==> config.mk <==
export PLATFORM = sky130hd
export DESIGN_NAME = afe_serial_port
export DESIGN_NICKNAME = d
export VERILOG_FILES = /design/src/rtl/afe_port_pkg.sv /design/src/rtl/afe_frame_timer.sv /design/src/rtl/afe_tx_serializer.sv /design/src/rtl/afe_ctrl_decoder.sv /design/src/rtl/afe_serial_port.sv
export SDC_FILE = /design/constraint.sdc
export NUM_CORES = 1
export LEC_CHECK = 0
export BUFFER_PORTS_ARGS = -buffer_cell sky130_fd_sc_hd__buf_2
export CAP_MARGIN = 10
export CORE_UTILIZATION = 25
export CTS_BUF_LIST = sky130_fd_sc_hd__clkbuf_2
export CTS_CLUSTER_DIAMETER = 40
export DETAILED_ROUTE_END_ITERATION = 12
export PLACE_DENSITY_LB_ADDON = 0.25
export REMOVE_ABC_BUFFERS = 1
export SLEW_MARGIN = 20
export SYNTH_ARGS = -nofsm -noshare
export SYNTH_HDL_FRONTEND = slang
export SYNTH_SLANG_ARGS = --single-unit
export TNS_END_PERCENT = 20
==> constraint.sdc <==
create_clock -name clk_i -period 3.5 [get_ports clk_i]
set_input_delay 0.175 -clock clk_i [delete_from_list [all_inputs] [get_ports clk_i]]
set_output_delay 0.175 -clock clk_i [all_outputs]
set_load 0.005 [all_outputs]
==> src/rtl/afe_port_pkg.sv <==
package afe_port_pkg;
  localparam int unsigned SAMPLE_W  = 14;
  localparam int unsigned WORD_W    = 16;
  localparam int unsigned GAP_W     = 8;
  localparam int unsigned FRAME_LEN = 2 * (WORD_W + GAP_W);
  localparam int unsigned GAIN_W    = 4;

  typedef struct packed {
    logic              tx_en;
    logic [2:0]        tx_level;
    logic [GAIN_W-1:0] gain_db;
    logic              gain_rsvd;
    logic              loopback;
    logic              boost;
  } ctrl_t;
endpackage

==> src/rtl/afe_frame_timer.sv <==
module afe_frame_timer #(
  parameter  int unsigned FRAME_LEN = 48,
  localparam int unsigned CNT_W     = $clog2(FRAME_LEN)
) (
  input  logic             clk_i,
  input  logic             rst_ni,
  input  logic             baud_i,
  output logic [CNT_W-1:0] cnt_o,
  output logic             boundary_o,
  output logic             sync_err_o
);
  localparam logic [CNT_W-1:0] LAST = CNT_W'(FRAME_LEN - 1);

  logic [1:0] baud_q;
  logic       baud_rise;

  assign baud_rise  = baud_q[0] & ~baud_q[1];
  assign boundary_o = baud_rise | (cnt_o == LAST);

  always_ff @(posedge clk_i or negedge rst_ni) begin
    if (!rst_ni) begin
      baud_q     <= '0;
      cnt_o      <= '0;
      sync_err_o <= 1'b0;
    end else begin
      baud_q     <= {baud_q[0], baud_i};
      cnt_o      <= boundary_o ? '0 : cnt_o + 1'b1;
      sync_err_o <= baud_rise && (cnt_o != '0) && (cnt_o != LAST);
    end
  end

  AST_CNT_RANGE: assert property (@(posedge clk_i) disable iff (!rst_ni)
    cnt_o <= LAST);
  AST_CNT_WRAP: assert property (@(posedge clk_i) disable iff (!rst_ni)
    (cnt_o == LAST) |=> (cnt_o == '0));
  AST_ERR_AT_ZERO: assert property (@(posedge clk_i) disable iff (!rst_ni)
    sync_err_o |-> (cnt_o == '0));
  AST_ERR_PULSE: assert property (@(posedge clk_i) disable iff (!rst_ni)
    sync_err_o |=> !sync_err_o);
endmodule

==> src/rtl/afe_tx_serializer.sv <==
module afe_tx_serializer #(
  parameter  int unsigned SAMPLE_W = 14,
  parameter  int unsigned WORD_W   = 16,
  parameter  int unsigned GAP_W    = 8,
  localparam int unsigned SLOT     = WORD_W + GAP_W,
  localparam int unsigned CNT_W    = $clog2(2 * SLOT),
  localparam int unsigned IDX_W    = $clog2(WORD_W),
  localparam int unsigned PAD_W    = WORD_W - SAMPLE_W
) (
  input  logic                clk_i,
  input  logic                rst_ni,
  input  logic [CNT_W-1:0]    cnt_i,
  input  logic                boundary_i,
  input  logic [SAMPLE_W-1:0] sample_a_i,
  input  logic [SAMPLE_W-1:0] sample_b_i,
  output logic                sdo_o
);
  logic [1:0][SAMPLE_W-1:0] hold_q;
  logic                     in_b;
  logic [CNT_W-1:0]         pos;
  logic [WORD_W-1:0]        word;
  logic [IDX_W-1:0]         idx;
  logic                     bit_d;

  always_ff @(posedge clk_i or negedge rst_ni) begin
    if (!rst_ni)         hold_q <= '0;
    else if (boundary_i) hold_q <= {sample_b_i, sample_a_i};
  end

  always_comb begin
    in_b  = cnt_i >= CNT_W'(SLOT);
    pos   = in_b ? cnt_i - CNT_W'(SLOT) : cnt_i;
    word  = {hold_q[in_b], {PAD_W{1'b0}}};
    idx   = IDX_W'(CNT_W'(WORD_W - 1) - pos);
    bit_d = (pos < CNT_W'(WORD_W)) ? word[idx] : 1'b1;
  end

  // launch on falling edge, half a bit ahead of the receiver's sampling edge
  always_ff @(negedge clk_i or negedge rst_ni) begin
    if (!rst_ni) sdo_o <= 1'b0;
    else         sdo_o <= bit_d;
  end

  AST_PAD_LOW: assert property (@(posedge clk_i) disable iff (!rst_ni)
    (pos >= CNT_W'(SAMPLE_W) && pos < CNT_W'(WORD_W)) |-> !sdo_o);
  AST_GAP_HIGH: assert property (@(posedge clk_i) disable iff (!rst_ni)
    (pos >= CNT_W'(WORD_W)) |-> sdo_o);
endmodule

==> src/rtl/afe_ctrl_decoder.sv <==
module afe_ctrl_decoder
  import afe_port_pkg::*;
#(
  parameter  int unsigned WORD_W    = 16,
  parameter  int unsigned FRAME_LEN = 48,
  localparam int unsigned CNT_W     = $clog2(FRAME_LEN),
  localparam int unsigned EN_B      = WORD_W - 1,
  localparam int unsigned LV_H      = WORD_W - 2,
  localparam int unsigned LV_L      = WORD_W - 3,
  localparam int unsigned G_H       = WORD_W - 4,
  localparam int unsigned G_L       = WORD_W - 6,
  localparam int unsigned LB_B      = WORD_W - 7,
  localparam int unsigned BO_B      = WORD_W - 8
) (
  input  logic             clk_i,
  input  logic             rst_ni,
  input  logic             sdi_i,
  input  logic [CNT_W-1:0] cnt_i,
  input  logic             boundary_i,
  output ctrl_t            ctrl_o
);
  logic [WORD_W-1:0] shift_q;
  logic [2:0]        gcode;
  ctrl_t             dec;

  always_ff @(posedge clk_i or negedge rst_ni) begin
    if (!rst_ni)                       shift_q <= '0;
    else if (cnt_i < CNT_W'(WORD_W))   shift_q <= {shift_q[WORD_W-2:0], sdi_i};
  end

  always_comb begin
    gcode         = shift_q[G_H:G_L];
    dec.tx_en     = shift_q[EN_B];
    dec.loopback  = shift_q[LB_B];
    dec.boost     = shift_q[BO_B];
    dec.gain_rsvd = gcode > 3'd4;
    dec.gain_db   = dec.gain_rsvd ? '0 : GAIN_W'(gcode) * GAIN_W'(3);
    // Gray-ordered levels
    unique case (shift_q[LV_H:LV_L])
      2'b00:   dec.tx_level = 3'b101;
      2'b01:   dec.tx_level = 3'b111;
      2'b11:   dec.tx_level = 3'b001;
      default: dec.tx_level = 3'b011;
    endcase
    if (!dec.tx_en) dec.tx_level = 3'b000;
  end

  always_ff @(posedge clk_i or negedge rst_ni) begin
    if (!rst_ni)         ctrl_o <= '0;
    else if (boundary_i) ctrl_o <= dec;
  end

  AST_CTRL_HOLD: assert property (@(posedge clk_i) disable iff (!rst_ni)
    !boundary_i |=> $stable(ctrl_o));
  AST_RSVD_GAIN: assert property (@(posedge clk_i) disable iff (!rst_ni)
    ctrl_o.gain_rsvd |-> (ctrl_o.gain_db == '0));
endmodule

==> src/rtl/afe_serial_port.sv <==
module afe_serial_port
  import afe_port_pkg::*;
#(
  parameter  int unsigned SMP_W  = SAMPLE_W,
  parameter  int unsigned WRD_W  = WORD_W,
  parameter  int unsigned GAP_N  = GAP_W,
  localparam int unsigned FLEN   = 2 * (WRD_W + GAP_N),
  localparam int unsigned CNT_W  = $clog2(FLEN)
) (
  input  logic              clk_i,
  input  logic              rst_ni,
  input  logic              baud_i,
  input  logic [SMP_W-1:0]  sample_a_i,
  input  logic [SMP_W-1:0]  sample_b_i,
  input  logic              sdi_i,
  output logic              sdo_o,
  output logic              sync_err_o,
  output logic              tx_en_o,
  output logic [2:0]        tx_level_o,
  output logic [GAIN_W-1:0] rx_gain_db_o,
  output logic              gain_rsvd_o,
  output logic              loopback_o,
  output logic              boost_o
);
  logic [CNT_W-1:0] cnt;
  logic             boundary;
  ctrl_t            ctrl;

  afe_frame_timer #(.FRAME_LEN(FLEN)) u_timer (
    .clk_i, .rst_ni, .baud_i,
    .cnt_o(cnt), .boundary_o(boundary), .sync_err_o
  );

  afe_tx_serializer #(.SAMPLE_W(SMP_W), .WORD_W(WRD_W), .GAP_W(GAP_N)) u_ser (
    .clk_i, .rst_ni, .cnt_i(cnt), .boundary_i(boundary),
    .sample_a_i, .sample_b_i, .sdo_o
  );

  afe_ctrl_decoder #(.WORD_W(WRD_W), .FRAME_LEN(FLEN)) u_dec (
    .clk_i, .rst_ni, .sdi_i, .cnt_i(cnt), .boundary_i(boundary), .ctrl_o(ctrl)
  );

  assign tx_en_o      = ctrl.tx_en;
  assign tx_level_o   = ctrl.tx_level;
  assign rx_gain_db_o = ctrl.gain_db;
  assign gain_rsvd_o  = ctrl.gain_rsvd;
  assign loopback_o   = ctrl.loopback;
  assign boost_o      = ctrl.boost;
endmodule

; ---- Word level (Yosys, flattened, before mapping)
; Cells that the tools add are included.
[classes]
bitwise_logic = 3
magnitude_cmp = 6
n_eq_ne = 4
n_addsub = 3
reduce_logical = 4
multipliers = 1
mux = 10
[op_table]
columns = cell, count
row1 = $mux 14, 2
row2 = $lt 6x5->1 const B, 2
row3 = $mux 6, 2
row4 = $pmux 3 s3, 1
row5 = $add 6x1->6 const B, 1
row6 = $eq 6x6->1 const B, 1
row7 = $ge 6x5->1 const B, 1
row8 = $ne 6x6->1 const B, 1
row9 = $reduce_bool 6->1, 1
row10 = $sub 6x5->6 const B, 1
row11 = $lt 4x5->1 const B, 1
row12 = $bmux 1 s4, 1
row13 = $mul 3x2->4 const B, 1
row14 = $mux 4, 1
row15 = $sub 4x4->4 const A, 1
row16 = $gt 3x3->1 const B, 1
row17 = $mux 3, 1
row18 = $eq 2x1->1 const B, 1
row19 = $eq 2x2->1 const B, 1
row20 = $logic_and 1x1->1, 2
row21 = $logic_not 2->1, 1
row22 = $lt 1x2->1 const B, 1
row23 = $mux 1, 2
row24 = $and 1x1->1, 1
row25 = 2 further kinds, 2
[word_totals]
elab_cells = 44
ff_bits = 65
output_inout_bits = 13

; ---- Depth between registers and ports, before layout
[depth]
word_depth = 6
depth_mapped = 6
depth_no_buf = 6

; ---- By module
; A second synthesis with hierarchy kept.
[hier_totals]
hier_cells = 197
area_unflattened_um2 = 2881.5
[by_module_without_submodules]
columns = mod, seq_area_each_um2, n_inst, cells_each, area_each_um2
row1 = afe_tx_serializer, 725.7, 1, 85, 1375.1
row2 = afe_ctrl_decoder, 650.6, 1, 78, 1119.8
row3 = afe_frame_timer, 225.2, 1, 34, 386.6

==> qor.tcl <==
set qor(run_status) {complete, no violations}
set qor(avgViaCountPerCell) 4.20
set qor(power_density_nw_per_um2) 547
set qor(design.final.nets) 336
set qor(cap_violations) 0
set qor(post_synth_and_or_nand_nor_area_fraction) 0.0450
set qor(postLayoutCoreUtil) 0.335
set qor(crit_path_top_delay_cell) {sky130_fd_sc_hd__mux4_2}
set qor(first_pass_iters) 4
set qor(worst-setup-path-type) {register to register}
set qor(ioPinCount) 45
set qor(global_route.overflow_total) 0
set qor(cts_buffer_depth) 2
set qor(hold-worst-slack_ps) 327
set qor(site_row_count) 38
set qor(setup.worst_path.start_class) {register}
set qor(detail-route-antenna-nets) 0
set qor(die_h_um) 109
set qor(h-tree-depth) 3
set qor(dp_hpwl_um) 3720
set qor(max_stage_delay_ps) 530
set qor(floorplan.core_area_um2) 10900
set qor(final.setup_skew_ps) 78.2
set qor(total_leakage_power_nw) 1.65
set qor(die_area_um2) 11800
set qor(setup_viol) 0
set qor(yosys_warnings) 0
set qor(syn2layout_area_growth_pct) 29.0
set qor(dp_slack_ps) -10.9
set qor(post_synth_fa_ha_maj_area_fraction) 0.0379
set qor(post_dp_area_um2) 3260
set qor(overall_global_routing_resource_usage) 0.109
set qor(worst-path-buf-inv) 0
set qor(rrSetupSlack_ps) 40
set qor(ir_drop_v) 0.000158
set qor(post_synth_inst_count) 211
set qor(critical_path.reg2reg.endpoint) {u_ser.sdo_o}
set qor(netlist-cell-type-count) 33
set qor(drt_first_iter_violations) 72
set qor(synth_top_family_by_area) {multiplexers}
set qor(via_count_of_the_first_global_routing_pass) 1917
set qor(share_of_the_synthesized_area_in_compound_gates_ao_oa_aoi_oai) 0.0564
set qor(timing.critical_path.to) {u_ser.sdo_o}
set qor(critPathArrivalTime_ps) 1970
set qor(report.final.hold_viol_count) 0
set qor(worstSetupStartpoint) {u_timer.cnt_o[3]}
set qor(path_max_fanout) 5
set qor(tritoncts.num_buffers) 9
set qor(worstSetupPathDepth) 4
set qor(r2r_start) {u_timer.cnt_o[3]}
set qor(detail_route.drc_violations) 0
set qor(clock-sinks) 64
set qor(avgSynthCellArea_um2) 13.5
set qor(reg2regPathDepth) 4
set qor(hold_class) {primary input to register}
set qor(layout-drive-gt1-share) 0.410
set qor(initial_utilization) 0.260
set qor(clk_pin_slew_ps) 170
set qor(muxShareOfSynthArea) 0.239
set qor(setup-tns-final_ps) 0
set qor(insertedDiodeCount) 0
set qor(max_slew_headroom_at_the_worst_pin) 0.465
set qor(final.setup.worst_slack_ps) 35.3
set qor(cts_tree) {yes}
set qor(rsz_0062_raised_after_global_routing) {yes}
set qor(timing.critical_path.cells) {mux4_2, a311oi_2, o21a_1, o32ai_1}
set qor(grt_start_max_net_pins) 64
set qor(detail_route.wl_per_cell_um) 12.8
set qor(buffer_ports.inserted) 44
set qor(tightestPinTransition_ps) 802
set qor(fillCellCount) 1132
set qor(synth_sequential_area_ratio) 0.564
set qor(maxSlewViolCount) 0
set qor(clkLatencyLatePin_ps) 490
set qor(die_x_um) 109
set qor(post_synth_xor_xnor_area) 0.0123
set qor(vias) 1850
set qor(global_route_wire_length_before_repair_um) 9630
set qor(post_synth_instance_area_um2) 2840
set qor(drt_wl_total_um) 5620
set qor(endpoint_type_of_the_worst_setup_path) {register}
set qor(grt_antenna_before_repair) 0
set qor(routabilityCongestion) 0.706
set qor(worst_ep_required_time_ps) 2010
set qor(worst_path_dominant_cell_family) {multiplexers}
set qor(ys_ff_latch) 64
set qor(stdcell_area_um2) 3660
set qor(cts-root-buf) {sky130_fd_sc_hd__clkbuf_2}
## report_power, final
| part | internal (mW) | switching [mW] |
|---|---|---|
| sequential | 0.933 | 0.138 |
| combinational | 0.336 | 0.258 |
| clock | 0.0804 | 0.259 |
| total | 1.35 | 0.655 |
## cell usage after synthesis (all sizes together)
master | number | area share
a21oi | 2 | 0.0048
a221oi | 1 | 0.0031
a311oi | 2 | 0.0062
buf | 8 | 0.019
clkbuf | 4 | 0.0062
dfrtn | 1 | 0.0088
dfrtp | 63 | 0.56
fa | 1 | 0.0071
ha | 7 | 0.031
inv | 15 | 0.020
mux2 | 43 | 0.17
mux2i | 7 | 0.025
mux4 | 5 | 0.044
nand2 | 6 | 0.0088
nand2b | 4 | 0.0088
nand3 | 6 | 0.011
nor2 | 11 | 0.015
o2111ai | 1 | 0.0031
o211ai | 1 | 0.0026
o21a | 3 | 0.0079
o21ai | 13 | 0.023
o21bai | 1 | 0.0026
o32ai | 1 | 0.0031
or3 | 1 | 0.0022
xnor2 | 2 | 0.0062
xor2 | 2 | 0.0062
## flip-flops by register name, summed over array words and instances (netlist names)
signal	flops
u_dec.ctrl_o	10
u_dec.shift_q	16
u_ser.hold_q	28
u_ser.sdo_o	1
u_timer.baud_q	2
u_timer.cnt_o	6
u_timer.sync_err_o	1
## final cells by class
type,count,area (um2),area share
flip-flops and latches,64,1600,0.438
multi-input cells,120,1130,0.308
repair buffers,86,626,0.171
well taps,140,175,0.0478
inverters,15,56.3,0.0154
clock buffers,9,45.0,0.0123
clock inverters,6,27.5,0.00752
## per-layer routing
layer | up-vias | track usage | share of wire
met3 | 12 | 0.0259 | 0.033
met1 | 901 | 0.152 | 0.50
met5 | - | 0 | 0
met4 | 0 | 0.0579 | 0.022
met2 | 29 | 0.157 | 0.44
li1 | 908 | - | -
## worst reg2reg max path: cells and delay by family (launching register included)
family	cells	cell delay, ps
flip-flops	1	460
AO/OA/AOI/OAI	3	510
multiplexers	1	530
## per-stage QoR
| stage | power [mW] | cells |
|---|---|---|
| floorplan | 1.42 | 199 |
| global placement | 1.64 | 393 |
| detailed placement | 1.65 | 393 |
| CTS | 2.05 | 440 |
| global route | 2.19 | 440 |
| finish | 2.00 | 440 |
## worst min path at each step
stage / start / endpoint / slack, ps / cells after the start
2_1_floorplan: rst_ni / u_dec.ctrl_o[0] / -120 / 0
5_1_grt: baud_i / u_timer.baud_q[0] / 320 / 2
6_report: baud_i / u_timer.baud_q[0] / 330 / 2
4_1_cts: baud_i / u_timer.baud_q[0] / 290 / 2
3_5_place_dp: baud_i / u_timer.baud_q[0] / 290 / 1
3_3_place_gp: baud_i / u_timer.baud_q[0] / 300 / 1
## logic make-up (layout without fill, tap and decap cells)
logic type,Yosys count,in the layout
muxes,55,55
DFF,64,64
AOI/OAI and AO/OA,25,25
xor gates and xnor gates,4,4
and+or+nand+nor,28,28
buffers and inverters,27,116
adders and majority gates,8,8
## cells in the final DEF, fill, tap and decap left out, types with 6 or more instances in the layout
master,Yosys,layout
sky130_fd_sc_hd__buf_4,1,10
sky130_fd_sc_hd__o21ai_0,12,12
sky130_fd_sc_hd__nand3_1,6,6
sky130_fd_sc_hd__nor2_1,11,11
sky130_fd_sc_hd__mux2_2,43,43
sky130_fd_sc_hd__buf_2,5,44
sky130_fd_sc_hd__dlygate4sd3_1,0,31
sky130_fd_sc_hd__clkbuf_2,2,9
sky130_fd_sc_hd__dfrtp_1,63,61
sky130_fd_sc_hd__inv_1,15,15
sky130_fd_sc_hd__ha_1,7,7
sky130_fd_sc_hd__mux2i_1,7,7
## timing repair
action | CTS | global route
setup buffers | 1 | 0
hold buffers | 31 | 0
gates resized for setup | 8 | 0
hold endpoints to repair | 93 | 0
pin swaps | 3 | 0
endpoints found under the setup margin | 1 | 1
Power figures use the tool's default switching activity.
